==> config.mk <==
export PLATFORM = sky130hd
export DESIGN_NAME = rfsh_sched
export DESIGN_NICKNAME = d
export VERILOG_FILES = /design/src/rtl/rfsh_pkg.sv /design/src/rtl/rfsh_tick.sv /design/src/rtl/rfsh_pend.sv /design/src/rtl/rfsh_fsm.sv /design/src/rtl/rfsh_sched.sv
export SDC_FILE = /design/constraint.sdc
export NUM_CORES = 1
export LEC_CHECK = 0
export CAP_MARGIN = 30
export CORE_MARGIN = 2
export CORE_UTILIZATION = 41
export CTS_CLUSTER_SIZE = 25
export DETAILED_ROUTE_END_ITERATION = 6
export PLACE_DENSITY = 0.69
export SETUP_SLACK_MARGIN = 0.15
export SKIP_LAST_GASP = 1
export SLEW_MARGIN = 30
export SYNTH_ARGS = -nofsm -noshare
export SYNTH_HDL_FRONTEND = slang
export SYNTH_SLANG_ARGS = --single-unit
==> constraint.sdc <==
create_clock -name clk -period 3.67 [get_ports clk]
set_input_delay 0.734 -clock clk [delete_from_list [all_inputs] [get_ports clk]]
set_output_delay 0.734 -clock clk [all_outputs]
set_load 0.005 [all_outputs]
==> src/rtl/rfsh_pkg.sv <==
package rfsh_pkg;

    typedef enum logic [2:0] {
        ST_IDLE,
        ST_AREF,
        ST_RFC,
        ST_SREN,
        ST_SELF,
        ST_XNR,
        ST_XRD
    } rfsh_state_e;

endpackage

==> src/rtl/rfsh_tick.sv <==
// Interval counter: one tick per INTERVAL cycles, held at zero while halted.
module rfsh_tick #(
    parameter int INTERVAL = 1950
) (
    input  logic clk,
    input  logic rst_n,
    input  logic halt,
    output logic tick
);
    localparam int W = $clog2(INTERVAL + 1);
    localparam logic [W-1:0] LAST = W'(INTERVAL - 1);

    logic [W-1:0] cnt;

    always_ff @(posedge clk or negedge rst_n) begin
        if (!rst_n)
            cnt <= '0;
        else if (halt || cnt == LAST)
            cnt <= '0;
        else
            cnt <= cnt + W'(1);
    end

    always_comb tick = !halt && (cnt == LAST);

    // ticks are isolated pulses when the interval exceeds one cycle
    a_r2_tick_isolated: assert property (@(posedge clk) disable iff (!rst_n)
        (tick && INTERVAL > 1) |=> !tick);

endmodule

==> src/rtl/rfsh_pend.sv <==
// Saturating count of outstanding refresh obligations.
module rfsh_pend #(
    parameter int PEND_MAX = 8,
    localparam int PW = $clog2(PEND_MAX + 1)
) (
    input  logic          clk,
    input  logic          rst_n,
    input  logic          tick,
    input  logic          dec,
    input  logic          clr,
    output logic [PW-1:0] pend,
    output logic          urgent,
    output logic          due
);
    localparam logic [PW-1:0] LIMIT = PW'(PEND_MAX);

    always_ff @(posedge clk or negedge rst_n) begin
        if (!rst_n)
            pend <= '0;
        else if (clr)
            pend <= '0;
        else if (dec && !tick)
            pend <= pend - PW'(1);
        else if (tick && !dec && pend != LIMIT)
            pend <= pend + PW'(1);
    end

    always_comb begin
        urgent = (pend == LIMIT);
        due    = (pend != '0);
    end

    a_r3_no_overflow: assert property (@(posedge clk) disable iff (!rst_n)
        pend <= LIMIT);

    a_r3_hold_at_limit: assert property (@(posedge clk) disable iff (!rst_n)
        (pend == LIMIT && tick && !dec && !clr) |=> pend == LIMIT);

    a_r2_step_up: assert property (@(posedge clk) disable iff (!rst_n)
        (tick && !dec && !clr && pend != LIMIT) |=> pend == $past(pend) + PW'(1));

    a_r4_step_down: assert property (@(posedge clk) disable iff (!rst_n)
        (dec && !tick && !clr) |=> pend == $past(pend) - PW'(1));

endmodule

==> src/rtl/rfsh_fsm.sv <==
// Command sequencer: auto-refresh, self-refresh entry and exit windows.
module rfsh_fsm
    import rfsh_pkg::*;
#(
    parameter int T_RFC  = 18,
    parameter int T_XSNR = 19,
    parameter int T_XSRD = 200
) (
    input  logic clk,
    input  logic rst_n,
    input  logic banks_idle,
    input  logic sr_req,
    input  logic due,
    output logic dec,
    output logic halt,
    output logic ref_cmd,
    output logic cke,
    output logic busy,
    output logic rd_hold
);
    localparam int TMAX = (T_RFC > T_XSRD) ? T_RFC : T_XSRD;
    localparam int TW   = $clog2(TMAX + 1);
    localparam logic [TW-1:0] LD_RFC = TW'(T_RFC - 2);
    localparam logic [TW-1:0] LD_XNR = TW'(T_XSNR - 1);
    localparam logic [TW-1:0] LD_XRD = TW'(T_XSRD - T_XSNR - 1);

    rfsh_state_e    state, state_n;
    logic [TW-1:0]  tmr, tmr_n;

    // next state and timer
    always_comb begin
        state_n = state;
        tmr_n   = tmr;
        unique case (state)
            ST_IDLE: begin
                if (sr_req && banks_idle)   state_n = ST_SREN;   // self-refresh first
                else if (due && banks_idle) state_n = ST_AREF;
            end
            ST_AREF: begin
                state_n = ST_RFC;
                tmr_n   = LD_RFC;
            end
            ST_RFC: begin
                if (tmr == '0) state_n = ST_IDLE;
                else           tmr_n   = tmr - TW'(1);
            end
            ST_SREN: state_n = ST_SELF;
            ST_SELF: begin
                if (!sr_req) begin
                    state_n = ST_XNR;
                    tmr_n   = LD_XNR;
                end
            end
            ST_XNR: begin
                if (tmr == '0) begin
                    state_n = ST_XRD;
                    tmr_n   = LD_XRD;
                end else begin
                    tmr_n = tmr - TW'(1);
                end
            end
            ST_XRD: begin
                if (tmr == '0) state_n = ST_IDLE;
                else           tmr_n   = tmr - TW'(1);
            end
            default: state_n = ST_IDLE;
        endcase
    end

    // state register
    always_ff @(posedge clk or negedge rst_n) begin
        if (!rst_n) begin
            state <= ST_IDLE;
            tmr   <= '0;
        end else begin
            state <= state_n;
            tmr   <= tmr_n;
        end
    end

    // outputs
    always_comb begin
        ref_cmd = 1'b0;
        cke     = 1'b1;
        busy    = 1'b0;
        rd_hold = 1'b0;
        halt    = 1'b0;
        unique case (state)
            ST_IDLE: ;
            ST_AREF: begin
                ref_cmd = 1'b1;
                busy    = 1'b1;
            end
            ST_RFC:  busy = 1'b1;
            ST_SREN: begin
                ref_cmd = 1'b1;
                cke     = 1'b0;
                busy    = 1'b1;
                halt    = 1'b1;
            end
            ST_SELF: begin
                cke  = 1'b0;
                busy = 1'b1;
                halt = 1'b1;
            end
            ST_XNR: begin
                busy    = 1'b1;
                rd_hold = 1'b1;
            end
            ST_XRD:  rd_hold = 1'b1;
            default: ;
        endcase
    end

    always_comb dec = (state == ST_IDLE) && (state_n == ST_AREF);

    a_r4_cmd_after_idle: assert property (@(posedge clk) disable iff (!rst_n)
        $rose(ref_cmd) |-> $past(banks_idle));

    a_r5_busy_follows_cmd: assert property (@(posedge clk) disable iff (!rst_n)
        ref_cmd |=> busy);

    a_r6_cke_falls_with_cmd: assert property (@(posedge clk) disable iff (!rst_n)
        $fell(cke) |-> ref_cmd);

    a_r8_exit_blocks_all: assert property (@(posedge clk) disable iff (!rst_n)
        $rose(cke) |-> (busy && rd_hold));

    a_r6_cke_low_until_release: assert property (@(posedge clk) disable iff (!rst_n)
        (!cke && sr_req) |=> !cke);

endmodule

==> src/rtl/rfsh_sched.sv <==
module rfsh_sched #(
    parameter int REF_INTERVAL = 1950,
    parameter int PEND_MAX     = 8,
    parameter int T_RFC        = 18,
    parameter int T_XSNR       = 19,
    parameter int T_XSRD       = 200
) (
    input  logic                          clk,
    input  logic                          rst_n,
    input  logic                          banks_idle,
    input  logic                          sr_req,
    output logic                          ref_cmd,
    output logic                          cke,
    output logic                          busy,
    output logic                          rd_hold,
    output logic                          ref_due,
    output logic                          urgent,
    output logic [$clog2(PEND_MAX+1)-1:0] pend_cnt
);
    logic tick, dec, halt;

    rfsh_tick #(.INTERVAL(REF_INTERVAL)) u_tick (
        .clk  (clk),
        .rst_n(rst_n),
        .halt (halt),
        .tick (tick)
    );

    rfsh_pend #(.PEND_MAX(PEND_MAX)) u_pend (
        .clk   (clk),
        .rst_n (rst_n),
        .tick  (tick),
        .dec   (dec),
        .clr   (halt),
        .pend  (pend_cnt),
        .urgent(urgent),
        .due   (ref_due)
    );

    rfsh_fsm #(.T_RFC(T_RFC), .T_XSNR(T_XSNR), .T_XSRD(T_XSRD)) u_fsm (
        .clk       (clk),
        .rst_n     (rst_n),
        .banks_idle(banks_idle),
        .sr_req    (sr_req),
        .due       (ref_due),
        .dec       (dec),
        .halt      (halt),
        .ref_cmd   (ref_cmd),
        .cke       (cke),
        .busy      (busy),
        .rd_hold   (rd_hold)
    );

    // due flag and count agree
    a_r10_due_matches: assert property (@(posedge clk) disable iff (!rst_n)
        ref_due == (pend_cnt != '0));

endmodule

# ---- Word level (Yosys, flattened, before mapping)
# Index checks and enable logic that the tools add are counted.
dict set report word_totals {
  regBits 26
  output_inout_bits 10
  in_bits 4
  wordCells 61
}
dict set report classes {
  n_eq_ne 12
  n_mux 19
  reduce_logical 22
  addsub 4
}
# operator n
set ops {}
lappend ops {{$pmux 8 s4} 1}
lappend ops {{$mux 8} 3}
lappend ops {{$pmux 3 s6} 1}
lappend ops {{$mux 3} 5}
lappend ops {{$mux 4} 3}
lappend ops {{$add 11x1->11 const B} 1}
lappend ops {{$eq 11x11->1 const B} 1}
lappend ops {{$mux 11} 1}
lappend ops {{$eq 3x3->1 const B} 3}
lappend ops {{$logic_not 8->1} 1}
lappend ops {{$reduce_bool 4->1} 2}
lappend ops {{$reduce_or 2->1} 4}
lappend ops {{$sub 8x1->8 const B} 1}
lappend ops {{$logic_and 1x1->1} 7}
lappend ops {{$eq 3x1->1 const B} 2}
lappend ops {{$eq 3x2->1 const B} 2}
lappend ops {{$mux 1} 5}
lappend ops {{$reduce_or 5->1} 1}
lappend ops {{$add 4x1->4 const B} 1}
lappend ops {{$eq 4x4->1 const B} 1}
lappend ops {{$ne 2x2->1 const B} 2}
lappend ops {{$ne 4x4->1 const B} 1}
lappend ops {{$sub 4x1->4 const B} 1}
lappend ops {{$logic_not 1->1} 3}
lappend ops {{other kinds (4)} 4}

# ---- Logic depth before layout (Yosys ltp)
# Gate-level depths: netlist of run 1.
dict set report logic_depth {
  ltp_word 13
  ltp_mapped 12
  ltp_nobuf 12
}

# ---- By module
# Synthesis of run 1 repeated with hierarchy kept, for this count alone.
dict set report hier_totals {
  hier_cells 186
  area_unflattened_um2 1721.7
}
# mod area_per_inst_um2 n_inst cells_per_inst seq_area_each_um2
set by_module_without_submodules {}
lappend by_module_without_submodules {rfsh_fsm 815.8 1 93 275.3}
lappend by_module_without_submodules {rfsh_tick 568.0 1 56 275.3}
lappend by_module_without_submodules {rfsh_pend 337.8 1 37 100.1}

# ---- Worst setup path after synthesis of run 1
# OpenSTA, ideal clock, no wires.
dict set report synth_path {
  path_type {in2reg}
  startpoint {input port banks_idle}
  endpoint {register u_pend.pend[3]}
  stages 10
  setup_time_ns 0.119
  t_arrival_ns 2.709
  path_buffers 0
  required_ns 3.551
  setup_slack_ns 0.842
  cell_sequence {or3b_1 > nor3_2 > o211ai_2 > inv_1 > ha_1 > a21o_1 > a21oi_1 > nand3_1 > a32o_1 > o21a_1}
}
dict set report synth_via {
  elab_chain_len 10
  elab_cells_between_ends 14
  classes_between {eq/ne: 1; mux: 5; reduce/logical: 8}
}
# element line
set synth_lines {}
lappend synth_lines {{start: declaration} rfsh_sched.sv:10} ;# input logic banks_idle,
lappend synth_lines {{$logic_and 1x1->1} rfsh_fsm.sv:37} ;# else if (due && banks_idle) state_n = ST_AREF;
lappend synth_lines {{$mux 3} rfsh_fsm.sv:37}
lappend synth_lines {{$mux 3 (*)} rfsh_fsm.sv:36} ;# if (sr_req && banks_idle) state_n = ST_SREN;
lappend synth_lines {{$pmux 3 s6 (*)} rfsh_fsm.sv:34} ;# unique case (state)
lappend synth_lines {{$eq 3x1->1 (*)} rfsh_fsm.sv:115} ;# always_comb dec = (state == ST_IDLE) && (state_n == ST_AREF);
lappend synth_lines {{$logic_and 1x1->1 (*)} rfsh_fsm.sv:115}
lappend synth_lines {{$logic_not 1->1} rfsh_pend.sv:24} ;# else if (tick && !dec && pend != LIMIT)
lappend synth_lines {{$logic_and 1x1->1 (2 in a row)} rfsh_pend.sv:24}
lappend synth_lines {{$reduce_bool 3->1 (no line)} -}
lappend synth_lines {{end signal: assignment} rfsh_pend.sv:23} ;# pend <= pend - PW'(1);
lappend synth_lines {{end signal: assignment} rfsh_pend.sv:25} ;# pend <= pend + PW'(1);
lappend synth_lines {{end: declaration} rfsh_pend.sv:11} ;# output logic [PW-1:0] pend,
# Every way passes the cells marked *; elsewhere a longest branch is shown, timed or not.
# A chain may end at the register's enable or synchronous reset.

# ---- Final worst setup path of run 1
# Same ends and word-level chain as after synthesis.

==> results of run 1 <==
==> flip-flops by register name (all words and copies together), names as in the netlist <==
register and cells:
u_tick.cnt 11, u_fsm.state 3, u_fsm.tmr 8, u_pend.pend 4
==> per-layer routing <==
metal / vias up / global-route usage / part of all wire
met3: 2 / 0.0270 / 0.028
met5: - / 0 / 0
met2: 17 / 0.260 / 0.48
met1: 634 / 0.213 / 0.49
li1: 663 / - / -
met4: 0 / 0.0306 / 0.0026
==> placed cells by master (no fill, tap or decap), types with 2 or more instances in the layout <==
master and n:
or4_1 2, ha_1 6, a21o_1 3, nand2b_1 3, o22ai_1 2, xor2_1 9, and3_2 2, or3_1 2
o22a_1 2, nor3_2 2, inv_1 9, nor2_1 23, o21a_1 4, nand3_1 9, clkdlybuf4s50_1 13, and3_1 2
dfrtp_1 26, and2_1 2, a211oi_1 2, nand2_1 8, nor3_1 9, clkbuf_8 3, o21ai_0 8, a21oi_1 15
==> cell families (layout without fill, tap and decap cells) <==
family / count (synthesis) / after routing / synth area share
AOI/OAI and AO/OA: 45 / 45 / 0.180
xor gates and xnor gates: 10 / 10 / 0.0542
adders and majority gates: 7 / 7 / 0.0589
buffers and inverters: 15 / 27 / 0.0379
DFF: 26 / 26 / 0.403
and+or+nand+nor: 77 / 77 / 0.266
==> metrics by stage <==
| stage | power, W | hold slack [ns] |
|---|---|---|
| after floorplan | 0.000951 | 0.438 |
| after global placement | 0.00114 | 0.467 |
| after detailed placement | 0.00116 | 0.484 |
| after CTS | 0.00141 | 0.499 |
| after global routing | 0.00152 | 0.528 |
| final | 0.00140 | 0.491 |
==> power breakdown <==
group          internal [W]  leakage (nW)  switching, W
Sequential         0.000377         0.340      0.000127
Combinational      0.000306         0.462      0.000349
Clock              0.000146        0.0357     0.0000931
Total              0.000829         0.838      0.000570
==> worst max-delay path: cells and delay by family <==
family	cells	cell delay, ns
buffers and inverters	2	0.66
and+or+nand+nor	3	0.73
adders and majority gates	1	0.26
AOI/OAI and AO/OA	5	1.01
==> worst max path at each step <==
stage | startpoint | endpoint | slack (ns) | cells after the start
finish | banks_idle | u_pend.pend[3] | 0.44 | 11
global route | banks_idle | u_pend.pend[3] | 0.28 | 11
CTS | banks_idle | u_pend.pend[3] | 0.46 | 11
detailed placement | banks_idle | u_pend.pend[3] | 0.17 | 11
global placement | banks_idle | u_pend.pend[3] | 0.24 | 11
floorplan | banks_idle | u_pend.pend[3] | 0.84 | 10
==> area by class of cell <==
class,count,share of cell area
flip-flops and latches,26,0.350
multi-input cells,139,0.487
repair buffers,14,0.0741
well taps,48,0.0323
clock inverters,1,0.0162
clock buffers,3,0.0222
inverters,9,0.0182
==> flow_summary.rst, run 1 <==
.. list-table::
   :header-rows: 1

   * - Metric
     - Value
   * - Run status
     - finished, final reports clean
   * - H-tree level count
     - 1
   * - Synthesized instance count
     - 180
   * - Fraction of the core area covered by cells at the end of the flow
     - 0.500
   * - Final weighted congestion in routability-driven placement
     - 0.834
   * - Filler-free cell count of the finished design
     - 240
   * - Grt total ovfl
     - 0
   * - Total clock buffers created by CTS
     - 3
   * - Filler cells
     - 336
   * - Async set-reset flop share out of synthesis
     - 1.00
   * - Cell accounting for the most synthesized area
     - dfrtp_1
   * - Aggregate global-route resource usage
     - 0.156
   * - Count of inserted antenna diode cells
     - 0
   * - Final min period
     - 3.23 ns
   * - Cell chosen for the clock root
     - clkbuf_8
   * - Yosys top cell area share
     - 0.403
   * - Setup-failing EPs final
     - 0
   * - TritonCTS clock tree
     - built
   * - CP required
     - 3.84 ns
   * - Kind of start point of the critical path
     - input port
   * - HP Start
     - u_tick.cnt[0]
   * - Worst slack at placement
     - 0.168 ns
   * - Count of vias placed by the detailed router
     - 1316
   * - Cell area after technology mapping
     - 1620 µm²
   * - Slew @ Worst Pin
     - 0.562 ns
   * - Maximum clock rate
     - 310 MHz
   * - Area occupied by registers
     - 651 µm²
   * - Unrepaired setup endpoints after global routing
     - false
   * - Worst supply voltage drop on vdd
     - 0.000262 V
   * - Worst path slowest cell
     - clkdlybuf4s50_1
   * - Antenna-violating nets left
     - 0
   * - Origin of the critical flop-to-flop path
     - u_fsm.state[0]
   * - Crit Reg-Reg Endpoint
     - u_pend.pend[3]
   * - Total Neg Setup Slack
     - 0 ns
   * - Top area cells in the synthesized netlist
     - dfrtp_1 (40%), nor2_1 (5.3%), xor2_1 (4.9%)
   * - Synthesized flop and latch total
     - 26
   * - Worst max-slew margin expressed relative to the limit
     - 0.625
   * - Area of the core region
     - 3720 µm²
   * - Maximum number of buffers from clock root to sink
     - 2
   * - Cell area after placement
     - 1790 µm²
   * - Synth-to-layout area growth
     - 14.9%
   * - Post-Route Skew
     - 0.00217 ns
   * - Drt total wl
     - 3120 µm
   * - Number of antenna violations at the first check in global routing
     - 0
   * - Prevailing post-synth register cell
     - dfrtp_1
   * - Reg2reg setup slack
     - 0.78 ns
   * - Area enclosed by the die boundary
     - 4460 µm²
   * - Ratio of final minimum period to clock period
     - 0.879
   * - Leading post-synthesis cells by instance count
     - dfrtp_1 (26), nor2_1 (23), a21oi_1 (15)
   * - Hold Crit Depth
     - 1
   * - Sequential area share after synthesis
     - 0.403
   * - Crit path setup slack, layout
     - 0.445 ns
   * - Routed via count divided by cell count
     - 5.48
   * - Leakage
     - 0.838 nW
   * - Final number of hold-violating endpoints
     - 0
   * - Min-Delay Path Class
     - reg -> reg
   * - Max-capacitance violation count
     - 0
   * - Count of buffers inserted at the top-level ports
     - 13
   * - Largest fanout on the critical path
     - 6
   * - Die X-Extent
     - 66.8 µm
   * - Final instance area
     - 1860 µm²
   * - Height of the chip
     - 66.8 µm
   * - Vias in the first global route
     - 1233
   * - Netlist cell types
     - 49
   * - Synthesized Nets
     - 191
   * - Number of pins exceeding their max-slew limit in the final report
     - 0
   * - Number of rows created at floorplan
     - 22
   * - Inst Count DP
     - 236
   * - Setup bufs post-CTS
     - 0
   * - Post-layout net count
     - 204
   * - Iteration count of the initial detailed-routing pass
     - 4
   * - Count of cells resized by post-cts repair
     - 0
   * - I/O pin cnt
     - 14
   * - Drt initial violations
     - 103
   * - Maximum number of pins on one net before global-route repair
     - 27
   * - Starting Density
     - 0.435
   * - Worst-case hold path end point
     - u_tick.cnt[0]
   * - List of cells traversed by the critical path
     - clkdlybuf4s50_1 > or3b_1 > nor3_2 > o211ai_2 > inv_1 > ha_1 > a21o_1 > a21oi_1 > nand3_1 > a32o_1 > o21a_1
   * - Number of synthesized flops with an enable pin
     - 0
   * - Ys Warns
     - 0
   * - Later-pin clock latency in the skew report
     - 0.27 ns
   * - DRC violation count after routing
     - 0
   * - Critical path's largest stage delay
     - 0.48 ns
   * - Most numerous cell in the Yosys netlist
     - dfrtp_1
   * - Worst EP arrival
     - 3.39 ns
   * - Average cell area after synthesis
     - 8.97 µm²
   * - Crit. End Element
     - register
   * - First-pass GRT wire length
     - 5470 µm
   * - Worst R2R Path Depth
     - 10
   * - Estimated wirelength of the detail-placed design
     - 2230 µm
   * - Total power density per cell area
     - 753 nW/µm²
   * - Critical path type
     - in -> reg
   * - Number of sinks driven by the clock tree
     - 26
   * - Cts-stage hold buffer count
     - 0
   * - Layout cell share with drive strength beyond 1
     - 0.0781
   * - Clock slew seen by the registers of the worst setup and hold paths
     - 0.09 ns
   * - Total area of multi-input combinational cells
     - 903 µm²
   * - Routed wire per std cell
     - 13.0 µm
Power figures use the tool's default switching activity.
==> inputs of run 2 (changes only) <==
--- a/config.mk
+++ b/config.mk
@@ -5,6 +5,7 @@
 export SDC_FILE = /design/constraint.sdc
 export NUM_CORES = 1
 export LEC_CHECK = 0
+export ABC_AREA = 1
 export CAP_MARGIN = 30
 export CORE_MARGIN = 2
 export CORE_UTILIZATION = 41
==> flow_summary.rst, run 2 <==
.. list-table::
   :header-rows: 1

   * - Metric
     - Value
   * - Setup bufs post-CTS
     - 0 (unchanged)
   * - Kind of start point of the critical path
     - input port
   * - Total clock buffers created by CTS
     - 3 (unchanged)
   * - Slew @ Worst Pin
     - 0.514 ns (-0.0485 ns)
   * - Worst max-slew margin expressed relative to the limit
     - 0.654 (+0.0292)
   * - Final weighted congestion in routability-driven placement
     - 0.824 (-1.2%)
   * - Starting Density
     - 0.434 (-0.000823)
   * - Top library cells by usage in the layout, fill and taps aside
     - nand2_1 (47), inv_1 (31), nor2_1 (26), dfrtp_1 (26)
   * - Async set-reset flop share out of synthesis
     - 1.00 (unchanged)
   * - DRC violation count after routing
     - 0 (unchanged)
   * - Aggregate global-route resource usage
     - 0.150 (-0.00542)
   * - Prevailing post-synth register cell
     - dfrtp_1
   * - Area of the core region
     - 4060 µm² (+9.2%)
   * - Layout cell share with drive strength beyond 1
     - 0.142 (+0.0636)
   * - Worst EP arrival
     - 2.86 ns (-0.53 ns)
   * - Synthesized flop and latch total
     - 26 (unchanged)
   * - Vias in the first global route
     - 1431 (+16%)
   * - Maximum number of pins on one net before global-route repair
     - 27 (unchanged)
   * - Estimated wirelength of the detail-placed design
     - 2610 µm (+17%)
   * - Synthesized instance count
     - 238 (+32%)
   * - Final number of hold-violating endpoints
     - 0 (unchanged)
   * - Registers with the most flip-flops
     - u_tick.cnt x11, u_fsm.tmr x8, u_pend.pend x4
   * - H-tree level count
     - 1 (unchanged)
   * - Maximum clock rate
     - 374 MHz (+21%)
   * - Routed wire per std cell
     - 11.3 µm (-13%)
   * - Largest register FFs
     - 11 (unchanged)
   * - Leading post-synthesis cells by instance count
     - nand2_1 (47), inv_1 (31), dfrtp_1 (26), nor2_1 (26)
   * - Post-Route Skew
     - 0.0128 ns (+0.0106 ns)
   * - Largest fanout on the critical path
     - 7 (+1)
   * - Most numerous cell in the Yosys netlist
     - nand2_1
   * - Routed via count divided by cell count
     - 5.01 (-8.7%)
   * - Drt total wl
     - 3430 µm (+9.8%)
   * - Synth-to-layout area growth
     - 14.9% (about the same)
   * - Drt initial violations
     - 98 (-4.9%)
   * - Die X-Extent
     - 69.5 µm (+4.1%)
   * - Antenna-violating nets left
     - 0 (unchanged)
   * - I/O pin cnt
     - 14 (unchanged)
   * - Count of inserted antenna diode cells
     - 0 (unchanged)
   * - Area enclosed by the die boundary
     - 4830 µm² (+8.4%)
   * - Count of cells resized by post-cts repair
     - 0 (unchanged)
   * - Cell area after placement
     - 1950 µm² (+9.3%)
   * - Count of vias placed by the detailed router
     - 1522 (+16%)
   * - Critical path type
     - in -> reg
   * - Cell accounting for the most synthesized area
     - dfrtp_1
   * - Run status
     - finished, final reports clean
   * - Total area of multi-input combinational cells
     - 952 µm² (+5.4%)
   * - Leakage
     - 0.954 nW (+14%)
   * - Number of rows created at floorplan
     - 23 (+4.5%)
   * - Post-layout net count
     - 266 (+30%)
   * - Total Neg Setup Slack
     - 0 ns (unchanged)
   * - Average cell area after synthesis
     - 7.40 µm² (-18%)
   * - Cts-stage hold buffer count
     - 0 (unchanged)
   * - Unrepaired setup endpoints after global routing
     - false
   * - Top area cells in the synthesized netlist
     - dfrtp_1 (37%), nand2_1 (10%), inv_1 (6.6%)
   * - Register with the most flip-flops
     - u_tick.cnt
   * - Netlist cell types
     - 32 (-35%)
   * - Filler cells
     - 372 (+11%)
   * - First-pass GRT wire length
     - 6150 µm (+12%)
   * - Area occupied by registers
     - 651 µm² (unchanged)
   * - Setup-failing EPs final
     - 0 (unchanged)
   * - Yosys top cell area share
     - 0.370 (-0.0332)
   * - Height of the chip
     - 69.5 µm (+4.1%)
   * - Iteration count of the initial detailed-routing pass
     - 4 (unchanged)
   * - Most common cell after layout, fill and taps aside
     - nand2_1
   * - Synthesized Nets
     - 249 (+30%)
   * - Total power density per cell area
     - 777 nW/µm² (+3.2%)
   * - Clock slew seen by the registers of the worst setup and hold paths
     - 0.10 ns (about the same)
   * - CP required
     - 3.86 ns (+0.02 ns)
   * - Maximum number of buffers from clock root to sink
     - 2 (unchanged)
   * - Ys Warns
     - 0 (unchanged)
   * - Worst supply voltage drop on vdd
     - 0.000255 V (-2.6%)
   * - Final instance area
     - 2020 µm² (+8.9%)
   * - Later-pin clock latency in the skew report
     - 0.28 ns (about the same)
   * - Sequential area share after synthesis
     - 0.370 (-0.0332)
   * - Grt total ovfl
     - 0 (unchanged)
   * - Count of buffers inserted at the top-level ports
     - 13 (unchanged)
   * - Crit. End Element
     - register
   * - Number of antenna violations at the first check in global routing
     - 0 (unchanged)
   * - Final min period
     - 2.67 ns (-0.553 ns)
   * - Cell chosen for the clock root
     - clkbuf_8
   * - TritonCTS clock tree
     - built
   * - Number of synthesized flops with an enable pin
     - 0 (unchanged)
   * - Number of pins exceeding their max-slew limit in the final report
     - 0 (unchanged)
   * - Number of sinks driven by the clock tree
     - 26 (unchanged)
   * - Ratio of final minimum period to clock period
     - 0.728 (-0.151)
   * - Min-Delay Path Class
     - reg -> reg
   * - Cell area after technology mapping
     - 1760 µm² (+9.0%)
   * - Max-capacitance violation count
     - 0 (unchanged)
-- run 2: changes by cell type after synthesis, sizes merged, moves of 7 or more --
cell,previous run,this run
nand4,1,8
nor2,24,36
xor2,9,1
inv,9,37
o21ai,8,16
nand2,8,54
-- run 2: final timing paths --
kind	start	endpoint	slack (ns)	cells after the start
max	sr_req	u_pend.pend[3]	1.0	14
min	u_tick.cnt[0]	u_tick.cnt[0]	0.49	1
max reg2reg	u_fsm.tmr[0]	u_pend.pend[3]	1.23	17
min reg2reg	u_tick.cnt[0]	u_tick.cnt[0]	0.49	1
max in group asynchronous	rst_n	u_fsm.tmr[1]	2.61	2
min in group asynchronous	rst_n	u_tick.cnt[3]	0.81	2
-- run 2: area by class of cell --
class	instances	share of cell area
well taps	50	0.0309
clock buffers	3	0.0204
inverters	38	0.0730
repair buffers	14	0.0681
flip-flops and latches	26	0.322
multi-input cells	172	0.471
clock inverters	1	0.0149
-- run 2: power by group --
part	switching (W)	total (W)	leakage, nW	internal, W
Clock	0.000100	0.000246	0.0357	0.000146
Combinational	0.000505	0.000843	0.577	0.000338
Sequential	0.000100	0.000482	0.341	0.000382
-- run 2: logic make-up after synthesis --
family	count (synthesis)	synth area share
flops	26	0.370
compound gates	30	0.0938
simple gates	133	0.383
fa+ha+maj	7	0.0540
buf+inv	40	0.0896
xor+xnor	2	0.00995
-- run 2: routing by layer --
| layer | up-vias | part of all wire | global-route usage | wire length (µm) |
|---|---|---|---|---|
| li1 | 806 | - | - | - |
| met1 | 692 | 0.52 | 0.208 | 1770 |
| met2 | 19 | 0.45 | 0.244 | 1530 |
| met3 | 5 | 0.026 | 0.0233 | 88 |
| met4 | 0 | 0.011 | 0.0436 | 38 |
| met5 | - | 0 | 0 | 0 |
-- run 2: through the flow --
stage | utilization | std cells | setup WS, ns | hold WS [ns] | power (W)
final | 0.498 | 304 | 0.998 | 0.494 | 0.00157
after global placement | 0.481 | 300 | 0.790 | 0.485 | 0.00132
after global routing | 0.498 | 304 | 0.726 | 0.539 | 0.00174
after floorplan | - | 238 | 1.44 | 0.438 | 0.00109
after CTS | 0.498 | 304 | 1.00 | 0.502 | 0.00158
after detailed placement | 0.481 | 300 | 0.711 | 0.489 | 0.00133
-- run 2: critical path, stage by stage --
cell	delay [ns]
clkdlybuf4s50_1	0.53
a21oi_1	0.10
a21oi_2	0.25
nand4_4	0.18
inv_1	0.16
ha_1	0.28
a21oi_1	0.21
nand2_1	0.07
nand2_1	0.06
nand2_1	0.06
nand4_1	0.09
nand2_1	0.05
nand2_1	0.05
nand2_1	0.04
==> inputs of run 3 (changes only) <==
==> constraint.sdc (replaced) <==
create_clock -name clk -period 2.49 [get_ports clk]
set_input_delay 0.498 -clock clk [delete_from_list [all_inputs] [get_ports clk]]
set_output_delay 0.498 -clock clk [all_outputs]
set_load 0.005 [all_outputs]
==> flow_summary.rst, run 3 (same netlist as run 2, synthesis figures left out) <==
.. list-table::
   :header-rows: 1

   * - Metric
     - Value
   * - H-tree level count
     - 1 (unchanged)
   * - Layout cell share with drive strength beyond 1
     - 0.240 (+0.0980)
   * - Maximum clock rate
     - 439 MHz
   * - Final min period
     - 2.28 ns
   * - Filler-free cell count of the finished design
     - 317 (+4.3%)
   * - Registers with the most flip-flops
     - u_tick.cnt x11, u_fsm.tmr x8, u_pend.pend x4
   * - Worst EP arrival
     - 1.78 ns (-1.08 ns)
   * - TritonCTS clock tree
     - built
   * - Count of inserted antenna diode cells
     - 0 (unchanged)
   * - Number of antenna violations at the first check in global routing
     - 0 (unchanged)
   * - Kind of start point of the critical path
     - register
   * - Unrepaired setup endpoints after global routing
     - true
   * - Worst path slowest cell
     - clkdlybuf4s50_1
   * - Setup-failing EPs final
     - 0 (unchanged)
   * - Count of vias placed by the detailed router
     - 1594 (+4.7%)
   * - I/O pin cnt
     - 14 (unchanged)
   * - Final number of hold-violating endpoints
     - 0 (unchanged)
   * - Cell chosen for the clock root
     - clkbuf_8
   * - Clock slew seen by the registers of the worst setup and hold paths
     - 0.09 ns (about the same)
   * - First-pass GRT wire length
     - 6360 µm (+3.4%)
   * - Aggregate global-route resource usage
     - 0.157 (+0.00615)
   * - Later-pin clock latency in the skew report
     - 0.27 ns (about the same)
   * - Post-layout net count
     - 279 (+4.9%)
   * - Total power density per cell area
     - 1130 nW/µm² (+45%)
   * - Worst supply voltage drop on vdd
     - 0.000472 V (+85%)
   * - Crit path setup slack, layout
     - 0.211 ns (-0.786 ns)
   * - Slew @ Worst Pin
     - 0.378 ns (-0.135 ns)
   * - Starting Density
     - 0.434 (unchanged)
   * - Drt total wl
     - 3560 µm (+3.8%)
   * - Area enclosed by the die boundary
     - 4830 µm² (unchanged)
   * - Iteration count of the initial detailed-routing pass
     - 4 (unchanged)
   * - Vias in the first global route
     - 1448 (+1.2%)
   * - Critical path's largest stage delay
     - 0.55 ns (+0.02 ns)
   * - Worst slack at placement
     - -0.0284 ns (-0.740 ns)
   * - Crit. End Element
     - primary output
   * - Leakage
     - 0.999 nW (+4.8%)
   * - Maximum number of buffers from clock root to sink
     - 2 (unchanged)
   * - Largest register FFs
     - 11 (unchanged)
   * - CP required
     - 1.99 ns (-1.87 ns)
   * - Die X-Extent
     - 69.5 µm (unchanged)
   * - Largest fanout on the critical path
     - 4 (-3)
   * - List of cells traversed by the critical path
     - nor2_4 > inv_1 > o21ai_0 > clkdlybuf4s50_1
   * - Total clock buffers created by CTS
     - 3 (unchanged)
   * - Number of pins exceeding their max-slew limit in the final report
     - 0 (unchanged)
   * - Synth-to-layout area growth
     - 22.8%
   * - Most common cell after layout, fill and taps aside
     - nand2_1
   * - Ratio of final minimum period to clock period
     - 0.915
   * - Number of sinks driven by the clock tree
     - 26 (unchanged)
   * - Number of rows created at floorplan
     - 23 (unchanged)
   * - Inst Count DP
     - 304 (+1.3%)
   * - Maximum number of pins on one net before global-route repair
     - 27 (unchanged)
   * - Max-capacitance violation count
     - 0 (unchanged)
   * - Post-Route Skew
     - 0.00371 ns (-0.00905 ns)
   * - Drt initial violations
     - 93 (-5.1%)
   * - Area of the core region
     - 4060 µm² (unchanged)
   * - Min-Delay Path Class
     - reg -> reg
   * - Register with the most flip-flops
     - u_tick.cnt
   * - Estimated wirelength of the detail-placed design
     - 2600 µm (-0.10%)
   * - Worst max-slew margin expressed relative to the limit
     - 0.746 (+0.0913)
   * - Grt total ovfl
     - 0 (unchanged)
   * - Top library cells by usage in the layout, fill and taps aside
     - nand2_1 (47), inv_1 (28), nor2_1 (23), dfrtp_1 (23), buf_4 (14)
   * - Run status
     - finished, final reports clean
   * - Total Neg Setup Slack
     - 0 ns (unchanged)
   * - Routed wire per std cell
     - 11.2 µm (-0.49%)
   * - Critical path type
     - reg -> out
   * - Fraction of the core area covered by cells at the end of the flow
     - 0.533 (+0.0345)
   * - Count of buffers inserted at the top-level ports
     - 13 (unchanged)
   * - Final weighted congestion in routability-driven placement
     - 0.833 (+1.0%)
   * - DRC violation count after routing
     - 0 (unchanged)
   * - Height of the chip
     - 69.5 µm (unchanged)
   * - Antenna-violating nets left
     - 0 (unchanged)
   * - Routed via count divided by cell count
     - 5.03 (+0.44%)
[run 3: cell types whose count changed in the layout (fill, tap and decap cells not counted), moves of 3 or more]
cell	change
buf_4	+13
dfrtp_1	-3
dfrtp_2	+3
ha_1	-3
inv_1	-3
inv_2	+3
nor2_1	-3
[run 3: layer usage]
metal	wire length, µm	vias to the layer above	track usage
met3	93	5	0.0233
met2	1590	23	0.240
met5	0	-	0
met4	46	0	0.0545
met1	1830	732	0.225
li1	-	834	-
[run 3: power breakdown]
| part | switching, W | internal [W] |
|---|---|---|
| clock network | 0.000135 | 0.000141 |
| logic | 0.000806 | 0.000628 |
| registers | 0.000160 | 0.000567 |
| total | 0.00110 | 0.00134 |
[run 3: critical path, delay by kind of cell, from the launching register on]
kind / cells / cell delay, ns
flip-flops: 1 / 0.46
AND/OR/NAND/NOR: 1 / 0.18
AO/OA/AOI/OAI: 1 / 0.22
buffers and inverters: 2 / 0.65
[run 3: final cells by class]
class                      instances  area (µm²)
fill                             377        1900
multi-input combinational        172        1010
sequential                        26         654
timing repair buffer              27         235
inverter                          38         148
tap                               50        62.6
clock buffer                       4        55.1
[run 3: path summary, 6_finish.rpt]
path	slack, ns	from	cells after the start	to
worst max-delay path	0.21	u_fsm.state[0]	4	rd_hold
worst min-delay path	0.58	u_fsm.tmr[5]	2	u_fsm.tmr[5]
worst max register to register	0.29	u_fsm.tmr[1]	18	u_pend.pend[3]
worst min register to register	0.58	u_fsm.tmr[5]	2	u_fsm.tmr[5]
max in group asynchronous	1.63	rst_n	2	u_pend.pend[1]
min in group asynchronous	0.59	rst_n	2	u_tick.cnt[3]
[run 3: metrics by stage]
| step | area [µm²] | power [W] | hold WS (ns) |
|---|---|---|---|
| floorplan | 1760 | 0.00161 | 0.202 |
| global placement | 1980 | 0.00198 | 0.486 |
| detailed placement | 1980 | 0.00199 | 0.491 |
| CTS | 2040 | 0.00229 | 0.504 |
| global route | 2160 | 0.00270 | 0.602 |
| finish | 2160 | 0.00244 | 0.578 |
[run 3: timing repair]
| action | in CTS | in global routing |
|---|---|---|
| setup endpoints to repair | 2 | 3 |
| hold buffers | 0 | 0 |
| pin swaps | 0 | 6 |
| setup buffers | 0 | 9 |
| resized for setup | 2 | 14 |
